## src/rtl/mrc_pkg.sv

```systemverilog
package mrc_pkg;
  localparam int BL_LSB    = 0;
  localparam int BT_BIT    = 3;
  localparam int LAT_LSB   = 4;
  localparam int TM_BIT    = 7;
  localparam int DLLR_BIT  = 8;
  localparam int DLLD_BIT  = 0;
  localparam int DS_LO_BIT = 1;
  localparam int DS_HI_BIT = 6;

  typedef enum logic [1:0] {
    DRV_NORMAL  = 2'b00,
    DRV_WEAK    = 2'b01,
    DRV_MATCHED = 2'b11
  } drv_t;

  function automatic logic bl_code_ok(input logic [2:0] c);
    return (c == 3'd1) || (c == 3'd2) || (c == 3'd3);
  endfunction

  function automatic logic [3:0] bl_beats(input logic [2:0] c);
    case (c)
      3'd1:    return 4'd2;
      3'd2:    return 4'd4;
      3'd3:    return 4'd8;
      default: return 4'd0;
    endcase
  endfunction

  function automatic logic lat_code_ok(input logic [2:0] c);
    return (c == 3'd3) || (c == 3'd4);
  endfunction
endpackage

```

## src/rtl/mrc_cmd_decode.sv

```systemverilog
module mrc_cmd_decode (
  input  logic cke,
  input  logic cs_n,
  input  logic ras_n,
  input  logic cas_n,
  input  logic we_n,
  input  logic sel_ext,
  output logic std_wr,
  output logic ext_wr
);
  logic mode_cmd;
  always_comb begin
    mode_cmd = cke && !cs_n && !ras_n && !cas_n && !we_n;
    std_wr   = mode_cmd && !sel_ext;
    ext_wr   = mode_cmd &&  sel_ext;
  end
endmodule

```

## src/rtl/mrc_window.sv

```systemverilog
module mrc_window #(
  parameter int GAP_CYCLES = 2
) (
  input  logic clk,
  input  logic rst_n,
  input  logic start,
  output logic busy
);
  localparam int CW = (GAP_CYCLES < 2) ? 1 : $clog2(GAP_CYCLES);
  logic [CW-1:0] cnt_q;

  always_ff @(posedge clk or negedge rst_n) begin
    if (!rst_n)              cnt_q <= '0;
    else if (start)          cnt_q <= CW'(GAP_CYCLES - 1);
    else if (cnt_q != '0)    cnt_q <= cnt_q - 1'b1;
  end

  assign busy = (cnt_q != '0);

  generate
    if (GAP_CYCLES > 1) begin : g_chk
      AST_WINDOW_OPENS: assert property (@(posedge clk) disable iff (!rst_n)
        start |=> busy);
    end
  endgenerate
endmodule

```

## src/rtl/mrc_std_reg.sv

```systemverilog
module mrc_std_reg
  import mrc_pkg::*;
#(
  parameter int ADDR_W = 12
) (
  input  logic              clk,
  input  logic              rst_n,
  input  logic              wr,
  input  logic              allowed,
  input  logic [ADDR_W-1:0] addr,
  input  logic              ba_hi,
  output logic              accept,
  output logic              bad,
  output logic [3:0]        burst_len,
  output logic              burst_interleave,
  output logic [2:0]        read_lat,
  output logic              test_mode,
  output logic              dll_reset_pulse
);
  localparam int RSV_LSB = DLLR_BIT + 1;

  logic [2:0] bl_code, lat_code;
  logic       rsv_set, legal;

  always_comb begin
    bl_code  = addr[BL_LSB +: 3];
    lat_code = addr[LAT_LSB +: 3];
    rsv_set  = ba_hi || ((addr >> RSV_LSB) != '0);
    legal    = bl_code_ok(bl_code) && lat_code_ok(lat_code) && !rsv_set;
    accept   = wr && allowed && legal;
    bad      = wr && !(allowed && legal);
  end

  always_ff @(posedge clk or negedge rst_n) begin
    if (!rst_n) begin
      burst_len        <= 4'd2;
      burst_interleave <= 1'b0;
      read_lat         <= 3'd3;
      test_mode        <= 1'b0;
      dll_reset_pulse  <= 1'b0;
    end else begin
      dll_reset_pulse <= accept && addr[DLLR_BIT];
      if (accept) begin
        burst_len        <= bl_beats(bl_code);
        burst_interleave <= addr[BT_BIT];
        read_lat         <= lat_code;
        test_mode        <= addr[TM_BIT];
      end
    end
  end

  AST_LAT_LEGAL: assert property (@(posedge clk) disable iff (!rst_n)
    (read_lat == 3'd3) || (read_lat == 3'd4));
  AST_BL_LEGAL: assert property (@(posedge clk) disable iff (!rst_n)
    $onehot0(burst_len) && (burst_len >= 4'd2));
  AST_STD_REFUSE_HOLDS: assert property (@(posedge clk) disable iff (!rst_n)
    bad |=> $stable({burst_len, burst_interleave, read_lat, test_mode}) && !dll_reset_pulse);
endmodule

```

## src/rtl/mrc_ext_reg.sv

```systemverilog
module mrc_ext_reg
  import mrc_pkg::*;
#(
  parameter int ADDR_W = 12
) (
  input  logic              clk,
  input  logic              rst_n,
  input  logic              wr,
  input  logic              allowed,
  input  logic [ADDR_W-1:0] addr,
  input  logic              ba_hi,
  output logic              accept,
  output logic              bad,
  output logic              dll_enable,
  output logic [1:0]        drive_strength
);
  localparam logic [ADDR_W-1:0] USED_MASK =
    ADDR_W'((1 << DLLD_BIT) | (1 << DS_LO_BIT) | (1 << DS_HI_BIT));

  logic [1:0] ds_code;
  logic       legal;

  always_comb begin
    ds_code = {addr[DS_HI_BIT], addr[DS_LO_BIT]};
    legal   = !ba_hi && ((addr & ~USED_MASK) == '0) && (ds_code != 2'b10);
    accept  = wr && allowed && legal;
    bad     = wr && !(allowed && legal);
  end

  always_ff @(posedge clk or negedge rst_n) begin
    if (!rst_n) begin
      dll_enable     <= 1'b1;
      drive_strength <= DRV_NORMAL;
    end else if (accept) begin
      dll_enable     <= !addr[DLLD_BIT];
      drive_strength <= ds_code;
    end
  end

  AST_DS_LEGAL: assert property (@(posedge clk) disable iff (!rst_n)
    drive_strength != 2'b10);
  AST_EXT_REFUSE_HOLDS: assert property (@(posedge clk) disable iff (!rst_n)
    bad |=> $stable({dll_enable, drive_strength}));
endmodule

```

## src/rtl/modereg_ctl.sv

```systemverilog
module modereg_ctl #(
  parameter int ADDR_W     = 12,
  parameter int GAP_CYCLES = 2
) (
  input  logic              clk,
  input  logic              rst_n,
  input  logic              cke,
  input  logic              cs_n,
  input  logic              ras_n,
  input  logic              cas_n,
  input  logic              we_n,
  input  logic [1:0]        ba,
  input  logic [ADDR_W-1:0] addr,
  input  logic              all_banks_idle,
  output logic [3:0]        burst_len,
  output logic              burst_interleave,
  output logic [2:0]        read_lat,
  output logic              test_mode,
  output logic              dll_reset_pulse,
  output logic              dll_enable,
  output logic [1:0]        drive_strength,
  output logic              mode_error,
  output logic              mrs_busy
);
  logic std_wr, ext_wr, allowed;
  logic std_acc, std_bad, ext_acc, ext_bad;

  mrc_cmd_decode u_dec (
    .cke(cke), .cs_n(cs_n), .ras_n(ras_n), .cas_n(cas_n), .we_n(we_n),
    .sel_ext(ba[0]), .std_wr(std_wr), .ext_wr(ext_wr)
  );

  assign allowed = all_banks_idle && !mrs_busy;

  mrc_std_reg #(.ADDR_W(ADDR_W)) u_std (
    .clk(clk), .rst_n(rst_n), .wr(std_wr), .allowed(allowed), .addr(addr),
    .ba_hi(ba[1]), .accept(std_acc), .bad(std_bad),
    .burst_len(burst_len), .burst_interleave(burst_interleave),
    .read_lat(read_lat), .test_mode(test_mode), .dll_reset_pulse(dll_reset_pulse)
  );

  mrc_ext_reg #(.ADDR_W(ADDR_W)) u_ext (
    .clk(clk), .rst_n(rst_n), .wr(ext_wr), .allowed(allowed), .addr(addr),
    .ba_hi(ba[1]), .accept(ext_acc), .bad(ext_bad),
    .dll_enable(dll_enable), .drive_strength(drive_strength)
  );

  mrc_window #(.GAP_CYCLES(GAP_CYCLES)) u_win (
    .clk(clk), .rst_n(rst_n), .start(std_acc || ext_acc), .busy(mrs_busy)
  );

  always_ff @(posedge clk or negedge rst_n) begin
    if (!rst_n)                mode_error <= 1'b0;
    else if (std_bad || ext_bad) mode_error <= 1'b1;
  end

  AST_ERR_STICKY: assert property (@(posedge clk) disable iff (!rst_n)
    mode_error |=> mode_error);
  AST_NO_CMD_NO_CHANGE: assert property (@(posedge clk) disable iff (!rst_n)
    (cs_n || !cke) |=> $stable({burst_len, burst_interleave, read_lat, test_mode,
                                dll_enable, drive_strength, mode_error}));
  AST_BANKS_OPEN_REFUSED: assert property (@(posedge clk) disable iff (!rst_n)
    (std_wr || ext_wr) && !all_banks_idle |=> mode_error);
  AST_BUSY_REFUSED: assert property (@(posedge clk) disable iff (!rst_n)
    (std_wr || ext_wr) && mrs_busy |=> mode_error && !dll_reset_pulse);

  generate
    if (GAP_CYCLES > 1) begin : g_pulse
      AST_PULSE_SINGLE: assert property (@(posedge clk) disable iff (!rst_n)
        dll_reset_pulse |=> !dll_reset_pulse);
    end
  endgenerate
endmodule

```

## config.mk

```make
export PLATFORM = sky130hd
export DESIGN_NAME = modereg_ctl
export DESIGN_NICKNAME = d
export VERILOG_FILES = /design/src/rtl/mrc_pkg.sv /design/src/rtl/mrc_cmd_decode.sv /design/src/rtl/mrc_window.sv /design/src/rtl/mrc_std_reg.sv /design/src/rtl/mrc_ext_reg.sv /design/src/rtl/modereg_ctl.sv
export SDC_FILE = /design/constraint.sdc
export NUM_CORES = 1
export LEC_CHECK = 0
export BUFFER_PORTS_ARGS = -buffer_cell sky130_fd_sc_hd__buf_2
export CORE_MARGIN = 4
export CORE_UTILIZATION = 45
export CTS_CLUSTER_DIAMETER = 150
export CTS_CLUSTER_SIZE = 8
export DETAILED_ROUTE_END_ITERATION = 8
export PLACE_DENSITY = 0.87
export SYNTH_ARGS = -nofsm -noshare
export SYNTH_HDL_FRONTEND = slang
export SYNTH_SLANG_ARGS = --single-unit
```

## constraint.sdc

```tcl
create_clock -name clk -period 4 [get_ports clk]
set_input_delay 0.4 -clock clk [delete_from_list [all_inputs] [get_ports clk]]
set_output_delay 0.4 -clock clk [all_outputs]
set_load 0.01 [all_outputs]
```

==> impl_metrics.csv <==
group,metric,value,unit
run_status,status,"finished clean",
global_routing,number_of_antenna_violations_at_the_first_check_in_global_routing,0,
logic_synthesis,postSynthNetCount,73,
layout,drive_gt1_frac,0.596,
logic_synthesis,mean_cell_area_of_the_mapped_netlist,13.3,µm²
floorplanning,chipWidth,46.9,µm
logic_synthesis,synthDistinctLibCells,23,
clocking,cts_tree,"yes",
job,cap_violations,0,
sta,timing.fmax,523,MHz
sta,period_share,0.478,
critical_path,critPathSlowestCell,"or3_1",
clocking,worst_skew_pair.late_latency,0.28,ns
critical_path,crit_path_max_incr_delay,0.63,ns
sta,hold_violations,0,
layout,insertedDiodeCount,0,
logic_synthesis,number_of_synthesized_flops_with_an_enable_pin,0,
clocking,ctsHtreeMaxLevel,1,
drt,postRouteAntennaNets,0,
floorplanning,dieHeight,46.9,µm
global_routing,grt_start_max_net_pins,15,
drt,num_vias,535,
floorplanning,num_io_pins,37,
critical_path,critical_path.startpoint_type,"input port",
pwr,p_total,0.256,mW
clocking,number_of_hold_buffers_added_after_cts,1,
placed_design,placedCellCount,99,
logic_synthesis,synth_area_leaders,"dfrtp_1, mux2_4, dfstp_2, mux2_2, nor3b_1",
critical_path,ff2ff_setup_slack,2.28,ns
logic_synthesis,synthMostInstantiatedCell,"dfrtp_1",
placed_design,place.port_buffers,35,
sta,timing.slew.headroom,0.639,
floorplanning,coreArea,1370,µm²
logic_synthesis,ys_seq_area_frac,0.523,
critical_path,crit_chain,"buf_2 -> nand2b_1 -> or4_4 -> or3_1 -> mux2_4",
drt,detail_route.drc_violations,0,
pwr,powerDensity,288,nW/µm²
global_routing,vias_in_the_first_global_route,587,
clocking,cts.sink_count,14,
pwr,total_leakage_power,0.507,nW
logic_synthesis,netlist.top_cell.by_area,"dfrtp_1",
drt,iter_0_drt_violations,6,
clocking,cts_resized,0,
layout,nNetsFinal,112,
pwr,vdd_ir_drop_max,0.000205,V
critical_path,criticalPathCategory,"input port to flip-flop",
logic_synthesis,synth.top_cell.area_share,0.368,
sta,finalWorstPathRequiredPeriod,1.91,ns
sta,finalSetupViolCount,0,
logic_synthesis,most_used_flip_flop_cell_after_synthesis,"dfrtp_1",
placed_design,detailed_place_hpwl,1240,µm
logic_synthesis,leading_post_synthesis_cells_by_instance_count,"dfrtp_1, mux2_4, dfstp_2",
clocking,clk_pin_slew,0.08,ns
drt,wirelength,1700,µm
drt,vias_per_cell,5.14,
global_routing,grt.total_usage,0.184,
sta,finClkSkew,0.00840,ns
clocking,post_cts.repair.setup_buffers,0,
sta,worst_pin_slew,0.542,ns
sta,grt_setup_unrepaired,"false",
global_routing,overflow,0,
layout,fin_cells,104,
sta,setup-tns-final,0,ns
drt,avgRoutedWirePerCell,16.3,µm
drt,drt-pass1-iter-count,4,
critical_path,timing.critical_path.fanout_max,10,
placed_design,gpl.final_weighted_congestion,0.726,
floorplanning,placementRows,13,
logic_synthesis,yosys_register_bits,14,
logic_synthesis,synth_area,679,µm²
clocking,cts_buffers,3,
logic_synthesis,netlist_instances,51,
clocking,clock_tree_root_buffer_cell,"clkbuf_4",
hold_path,holdCritPathClass,"input port to flip-flop",
floorplanning,floorplan.die_area,2200,µm²
floorplanning,start_util,0.497,
sta,finalMaxSlewViolations,0,
critical_path,worstPathArrival,2.08,ns
critical_path,critical_path_endpoint_category,"flip-flop",
clocking,cts_max_path_buffers,2,
logic_synthesis,synth-async-reset-ratio,1.00,
layout,area_growth,31.1,%
placed_design,detailedPlace.worstSlack,1.80,ns
critical_path,cp.required,4.16,ns
sta,worst_slack,2.09,ns
logic_synthesis,ys.warnings.count,0,
global_routing,grt_first_pass_wirelength,2680,µm
==> registers in the layout (all words and copies together), names as in the netlist <==
signal,cells
mode_error,1
u_ext.dll_enable,1
u_ext.drive_strength,2
u_std.burst_interleave,1
u_std.burst_len,3
u_std.dll_reset_pulse,1
u_std.read_lat,3
u_std.test_mode,1
u_win.busy,1
==> kinds of logic (layout without fill, tap and decap cells) <==
group / after synthesis / in the layout / share of synthesized area
simple gates: 16 / 16 / 0.158
flops: 14 / 14 / 0.523
mux: 11 / 11 / 0.225
buf+inv: 5 / 43 / 0.0442
compound gates: 4 / 4 / 0.0442
other cells: 1 / 1 / 0.00552
==> per-layer routing <==
metal | vias up | global-route usage | routed length [µm] | part of all wire
li1 | 256 | - | - | -
met1 | 249 | 0.210 | 665 | 0.39
met2 | 24 | 0.320 | 873 | 0.51
met3 | 6 | 0.0383 | 131 | 0.077
met4 | 0 | 0.0939 | 30 | 0.018
met5 | - | 0 | 0 | 0
==> worst max-delay path: cells and delay by family <==
kind | cells | cell delay (ns)
simple gates | 3 | 1.19
buf+inv | 1 | 0.09
mux | 1 | 0.39
==> worst paths after layout <==
| check | startpoint | end | cells past startpoint |
|---|---|---|---|
| min | addr[0] | u_ext.dll_enable | 2 |
| max in group asynchronous | rst_n | u_ext.dll_enable | 2 |
| max reg2reg | u_win.busy | u_std.read_lat[2] | 3 |
| min in group asynchronous | rst_n | u_std.burst_len[2] | 2 |
| max | ras_n | u_std.read_lat[2] | 5 |
| min reg2reg | u_ext.dll_enable | u_ext.dll_enable | 2 |
==> final cells by class <==
class | count | area, µm²
Inverter | 3 | 11.3
Fill cell | 115 | 475
Timing Repair Buffer | 36 | 185
Sequential cell | 14 | 355
Tap cell | 15 | 18.8
Multi-Input combinational cell | 32 | 294
Clock buffer | 4 | 26.3
==> cell usage in the layout (no fill, tap or decap), types with 2 or more instances in the layout <==
cell type  synthesis  final
dfstp_2            4      4
mux2_4             8      8
nor2_1             3      3
nor3b_1            3      3
and3b_1            2      2
inv_1              3      3
buf_2              0     35
dfrtp_1           10     10
clkbuf_4           0      3
nor4_1             2      2
mux2_2             2      2
==> power by group <==
| group | internal, mW | switching (mW) | total, mW | leakage, nW |
|---|---|---|---|---|
| combinational | 0.0132 | 0.0142 | 0.0274 | 0.315 |
| sequential | 0.144 | 0.000808 | 0.144 | 0.177 |
| clock | 0.0387 | 0.0457 | 0.0844 | 0.0150 |
==> through the flow <==
stage / utilization / hold slack (ns) / instance area (µm²)
5_1_grt: 0.652 / 0.323 / 891
3_3_place_gp: 0.625 / 0.301 / 855
3_5_place_dp: 0.625 / 0.307 / 855
4_1_cts: 0.652 / 0.317 / 891
6_report: 0.652 / 0.324 / 891
2_1_floorplan: - / 0.104 / 679
(Power assumes the default switching activity.)
